--- config.mk ---
export PLATFORM = sky130hd
export DESIGN_NAME = ci_status_out
export DESIGN_NICKNAME = d
export VERILOG_FILES = /design/src/rtl/ci_pkg.sv /design/src/rtl/ci_map.sv /design/src/rtl/ci_frame_ctr.sv /design/src/rtl/ci_shift.sv /design/src/rtl/ci_status_out.sv
export SDC_FILE = /design/constraint.sdc
export NUM_CORES = 1
export LEC_CHECK = 0
export BUFFER_PORTS_ARGS = -buffer_cell sky130_fd_sc_hd__buf_4
export CELL_PAD_IN_SITES_DETAIL_PLACEMENT = 0
export CELL_PAD_IN_SITES_GLOBAL_PLACEMENT = 1
export CORE_MARGIN = 2
export CORE_UTILIZATION = 45
export CTS_CLUSTER_DIAMETER = 150
export DETAILED_ROUTE_END_ITERATION = 16
export HOLD_SLACK_MARGIN = 0.06
export MAX_ROUTING_LAYER = met4
export PLACE_DENSITY = 0.92
export RECOVER_POWER = 100
export SYNTH_ARGS = -nofsm -noshare
export SYNTH_HDL_FRONTEND = slang
export SYNTH_SLANG_ARGS = --single-unit
--- constraint.sdc ---
create_clock -name clk_i -period 2.98 [get_ports clk_i]
set_input_delay 0.149 -clock clk_i [delete_from_list [all_inputs] [get_ports clk_i]]
set_output_delay 0.149 -clock clk_i [all_outputs]
set_load 0.005 [all_outputs]
--- src/rtl/ci_pkg.sv ---
package ci_pkg;
  localparam int CI_W = 6;
  typedef logic [CI_W-1:0] ci_field_t;
  typedef enum logic [2:0] {
    CODE_OFF    = 3'd0,
    CODE_DIRECT = 3'd7
  } ci_code_e;
endpackage

--- src/rtl/ci_map.sv ---
module ci_map
  import ci_pkg::*;
#(
  parameter int ST_W = 8
) (
  input  logic            clk_i,
  input  logic            rst_ni,
  input  logic [2:0]      code_i,
  input  logic [ST_W-1:0] status_i,
  input  logic [ST_W-1:0] mask_i,
  output ci_field_t       field_o
);
  localparam int LSB = ST_W - CI_W;

  ci_field_t act;
  ci_field_t irq_sel;
  logic      req;

  assign act = status_i[ST_W-1:LSB] & mask_i[ST_W-1:LSB];
  assign req = |act;

  for (genvar i = 0; i < CI_W; i++) begin : g_sel
    assign irq_sel[i] = (code_i == 3'(i + 1));
  end

  always_comb begin
    unique case (code_i)
      CODE_OFF:    field_o = '1;
      CODE_DIRECT: field_o = act;
      default:     field_o = ~(irq_sel & {CI_W{req}});
    endcase
  end

  a_r2_off_all_ones: assert property (@(posedge clk_i) disable iff (!rst_ni)
    (code_i == CODE_OFF) |-> (field_o == '1));
  a_r3_single_low: assert property (@(posedge clk_i) disable iff (!rst_ni)
    (code_i != CODE_OFF && code_i != CODE_DIRECT) |-> ($countones(~field_o) <= 1));
  a_r5_masked_zero: assert property (@(posedge clk_i) disable iff (!rst_ni)
    (code_i == CODE_DIRECT) |-> ((field_o & ~mask_i[ST_W-1:LSB]) == '0));
endmodule

--- src/rtl/ci_frame_ctr.sv ---
module ci_frame_ctr
  import ci_pkg::*;
#(
  parameter int FRAME_BITS = 96,
  parameter int SLOT_OFS   = 58
) (
  input  logic clk_i,
  input  logic rst_ni,
  input  logic fsync_i,
  output logic load_o,
  output logic shift_o,
  output logic in_slot_o
);
  localparam int HALVES = 2 * FRAME_BITS;
  localparam int CW     = $clog2(HALVES + 1);
  localparam logic [CW-1:0] LAST = CW'(HALVES - 1);
  localparam logic [CW-1:0] S0   = CW'(2 * SLOT_OFS);
  localparam logic [CW-1:0] S1   = CW'(2 * (SLOT_OFS + CI_W));
  localparam logic [CW-1:0] S0M1 = CW'((SLOT_OFS == 0) ? 0 : 2 * SLOT_OFS - 1);

  logic          fs_q;
  logic          run_q;
  logic [CW-1:0] cnt_q;
  logic          rise;

  assign rise = fsync_i & ~fs_q;

  always_ff @(posedge clk_i or negedge rst_ni) begin
    if (!rst_ni) begin
      fs_q  <= 1'b0;
      run_q <= 1'b0;
      cnt_q <= '0;
    end else begin
      fs_q <= fsync_i;
      if (rise) begin
        run_q <= 1'b1;
        cnt_q <= '0;
      end else if (run_q && cnt_q != LAST) begin
        cnt_q <= cnt_q + 1'b1;
      end
    end
  end

  assign in_slot_o = run_q && (cnt_q >= S0) && (cnt_q < S1);
  assign shift_o   = in_slot_o && cnt_q[0];

  if (SLOT_OFS == 0) begin : g_ofs_zero
    assign load_o = rise;
  end else begin : g_ofs_pos
    assign load_o = run_q && !rise && (cnt_q == S0M1);
  end

  a_r6_restart: assert property (@(posedge clk_i) disable iff (!rst_ni)
    rise |=> (cnt_q == '0 && run_q));
  a_r6_advance: assert property (@(posedge clk_i) disable iff (!rst_ni)
    (run_q && !rise && cnt_q != LAST) |=> (cnt_q == $past(cnt_q) + 1'b1));
endmodule

--- src/rtl/ci_shift.sv ---
module ci_shift
  import ci_pkg::*;
(
  input  logic      clk_i,
  input  logic      rst_ni,
  input  logic      load_i,
  input  logic      shift_i,
  input  ci_field_t d_i,
  output logic      msb_o
);
  ci_field_t sreg_q;

  always_ff @(posedge clk_i or negedge rst_ni) begin
    if (!rst_ni)      sreg_q <= '1;
    else if (load_i)  sreg_q <= d_i;
    else if (shift_i) sreg_q <= {sreg_q[CI_W-2:0], 1'b1};
  end

  assign msb_o = sreg_q[CI_W-1];

  a_r8_capture: assert property (@(posedge clk_i) disable iff (!rst_ni)
    load_i |=> (sreg_q == $past(d_i)));
  a_r8_hold: assert property (@(posedge clk_i) disable iff (!rst_ni)
    (!load_i && !shift_i) |=> $stable(sreg_q));
endmodule

--- src/rtl/ci_status_out.sv ---
module ci_status_out
  import ci_pkg::*;
#(
  parameter int FRAME_BITS = 96,
  parameter int SLOT_OFS   = 58,
  parameter int ST_W       = 8
) (
  input  logic            clk_i,
  input  logic            rst_ni,
  input  logic            fsync_i,
  input  logic [2:0]      code_i,
  input  logic [ST_W-1:0] status_i,
  input  logic [ST_W-1:0] mask_i,
  output logic            sd_o
);
  logic [2:0]      code_q;
  logic [ST_W-1:0] status_q;
  logic [ST_W-1:0] mask_q;
  ci_field_t       field;
  logic            load, shift, in_slot, msb;

  always_ff @(posedge clk_i or negedge rst_ni) begin
    if (!rst_ni) begin
      code_q   <= CODE_OFF;
      status_q <= '0;
      mask_q   <= '0;
    end else begin
      code_q   <= code_i;
      status_q <= status_i;
      mask_q   <= mask_i;
    end
  end

  ci_map #(.ST_W(ST_W)) u_map (
    .clk_i, .rst_ni, .code_i(code_q), .status_i(status_q), .mask_i(mask_q), .field_o(field)
  );

  ci_frame_ctr #(.FRAME_BITS(FRAME_BITS), .SLOT_OFS(SLOT_OFS)) u_ctr (
    .clk_i, .rst_ni, .fsync_i, .load_o(load), .shift_o(shift), .in_slot_o(in_slot)
  );

  ci_shift u_shift (
    .clk_i, .rst_ni, .load_i(load), .shift_i(shift), .d_i(field), .msb_o(msb)
  );

  assign sd_o = in_slot ? msb : 1'b1;

  // first half of each bit period is repeated in the second half
  a_r6_two_clocks: assert property (@(posedge clk_i) disable iff (!rst_ni)
    (in_slot && !shift && !fsync_i) |=> $stable(sd_o));
endmodule

==> metrics <==
cell area after synthesis 0.00133 mm2; final slew viol count 32; worst hold slack 0.490 ns; Flop pwr share 55.3%; Max FO, Critical Path 5; commonest non-fill, non-tap cell in the layout dfrtp_1; Pre-Repair DR Iteration Count 5; CP Cell Sequence nand2_2 -> or3_1 -> or3_1 -> buf_4; compound-gate portion of the synthesized area 12.7%; CTS sink cnt 31; hold crit path type primary input to flip-flop; Die Y 58.3 um; Critical Path Source Type flip-flop; Setup CP Type flip-flop to output port; initial core utilization 47.6%; num rows 19; Final GP Congestion 0.843; share of total power in combinational logic 14.4%; global-route wire length before repair 4580 um; cell mode on critical path or3_1; run status complete, but fails checks; post-synthesis cell type count 35; largest net degree at the start of global routing 32; via count 1,011; Post-DP Area 0.00148 mm2; combinational family with the most area after synthesis simple AND/OR/NAND/NOR gates; ANT nets after route 0; IO Count 23; total CTS buffers 5; GRT Util Overall 19.6%; commonest cells after routing, fill and taps aside dfrtp_1 (25), clkbuf_4 (20), dlygate4sd3_1 (17); I/O Buffers 18; max_slew headroom -2.90%; nature of the critical path endpoint output port; core area 0.00278 mm2; Slew @ Worst Pin 1.54 ns; H-tree levels 2; Simple-Gate Fraction of Synth Area 17.0%; crit-path max cell delay 0.43 ns; CTS tree yes; hpwl dp 1720 um; P_leak 0.756 nW; syn_nets 145; fin crit period 1.91 ns; Tot Pwr 0.896 mW; vias in the first global route 1,038; clock insertion delay at the later pin of the skew report 0.32 ns; maximum clock frequency 524 MHz; Post-Syn Instances 121; Critical Path AT 1.76 ns; Vias/cell 5.29; min setup slack post-route 1.07 ns; Reg clk slew, reported paths 0.09 ns; drt wl/cell 13.9 um; layout cells sized above 1 18.8%; drt drc 0; clk root buf clkbuf_4; post-synthesis mux area share 0.755%; Yosys top cell by area dfrtp_1; pre-CTS WS 1.17 ns; switching share of power 26.3%; Power Internal 0.660 mW; register area share after synthesis 59.1%; Yosys warning total 0; Die ar. 0.00339 mm2; final core occ 61.1%; Initial DRC Count 18; setup TNS 0 ns; Max clock buf depth 2; Setup violations, final 0; Final Hold Viols 0; unrepaired setup endpoints after global routing false; Die Span X 58.3 um; max-cap viol count 1; Net Switching 0.236 mW; top cell type's share of synthesized area 47.2%; Clock power frac 30.3%; Synth area leaders dfrtp_1 (47%), dfstp_2 (12%), nor2_1 (3.7%); final instance area 0.00170 mm2; CP required 2.83 ns; adder-cell area share of the yosys netlist 1.89%; Syn-to-layout area delta 28.2%; ANT cells 0; nets 183; register bit total from synthesis 31; Post-CTS Setup Bufs 0; Peak VDD IR 474 uV; clock skew 0.00503 ns; power density over the cells 527 mW/mm2; WL final 2650 um; post-synthesis xor/xnor area fraction 4.63%; mean post-synth cell area 11.0 um2; Remaining Overflow, GRT 0; failing checks capacitance limit, slew limit; DP Cell Count 166; CP max stage cell dfrtp_1; Post-Layout Cell Count 191; Final period util 64.1%; initial antenna violation count 0
==> worst paths after layout <==
path / end / slack [ns] / startpoint / cells past startpoint
worst max-delay path: sd_o / 1.07 / u_ctr.cnt_q[4] / 4
worst min-delay path: code_q[2] / 0.49 / code_i[2] / 2
worst max register to register: u_shift.sreg_q[3] / 1.08 / u_ctr.cnt_q[4] / 5
worst min register to register: u_shift.sreg_q[5] / 0.49 / u_shift.sreg_q[4] / 2
max in group asynchronous: mask_q[4] / 1.35 / rst_ni / 2
min in group asynchronous: status_q[4] / 0.74 / rst_ni / 2
==> layout make-up <==
class / instances / area (um2)
fillers: 219 / 1080
repair buffers: 35 / 298
inverters: 8 / 30.0
multi-input cells: 78 / 480
well taps: 31 / 38.8
clock buffers: 8 / 68.8
flip-flops and latches: 31 / 783
==> cell usage after synthesis <==
| cell | instances |
|---|---|
| buf_1 | 2 |
| nor4_1 | 2 |
| clkbuf_1 | 1 |
| a41oi_1 | 1 |
| and4b_1 | 1 |
| nor2b_1 | 1 |
| o21ai_0 | 2 |
| dfrtp_1 | 25 |
| xnor2_1 | 4 |
| buf_6 | 1 |
| a21oi_2 | 1 |
| nand2b_1 | 3 |
| and4_1 | 2 |
| nand2_1 | 11 |
| nand2_2 | 1 |
| o32a_1 | 2 |
| inv_1 | 8 |
| a31oi_1 | 4 |
| a311o_1 | 3 |
| or3_1 | 1 |
| a211oi_1 | 1 |
| xor2_1 | 3 |
| dfstp_2 | 6 |
| or2_1 | 1 |
| nor3_1 | 3 |
| a311oi_1 | 1 |
| mux2i_1 | 1 |
| o21a_1 | 1 |
| nand3_1 | 5 |
| a22oi_1 | 2 |
| nor2_1 | 13 |
| a21oi_1 | 4 |
| ha_1 | 2 |
| or3_4 | 1 |
| o22ai_1 | 1 |
==> kinds of logic (layout without fill, tap and decap cells) <==
group | count (synthesis) | in the layout
buffers and inverters | 12 | 51
multiplexers | 1 | 1
flip-flops | 31 | 31
AO/OA/AOI/OAI | 23 | 23
AND/OR/NAND/NOR | 45 | 45
XOR/XNOR | 7 | 7
adder cells (fa/ha/maj) | 2 | 2
==> sequential cells by signal, summed over array words and instances (netlist names) <==
signal,count
mask_q,6
status_q,6
u_shift.sreg_q,6
code_q,3
u_ctr.cnt_q,8
u_ctr.fs_q,1
u_ctr.run_q,1
==> critical path: cells and delay by family (launching register included) <==
kind                   cells  cell delay (ns)
AND/OR/NAND/NOR            3             0.86
flip-flops                 1             0.43
buffers and inverters      1             0.14
==> power groups by stage <==
stage               sequential [mW]  clock, mW  combinational, mW
finish                        0.495      0.271              0.129
global route                  0.502      0.305              0.148
CTS                           0.495      0.278              0.135
detailed placement            0.503          0              0.117
global placement              0.501          0              0.112
floorplan                     0.484          0             0.0902
==> routing by layer <==
| metal | part of all wire (%) | GRT usage, % | vias to the layer above |
|---|---|---|---|
| met5 | 0 | - | - |
| met4 | 1.9 | 8.64 | 0 |
| met3 | 4.5 | 6.47 | 8 |
| met2 | 55 | 32.6 | 28 |
| met1 | 38 | 21.1 | 477 |
| li1 | - | - | 498 |
==> timing repair <==
action	in CTS	in global routing
resized for setup	0	0
endpoints found under the hold margin	47	0
hold buffers	17	0
(Power assumes the default switching activity.)
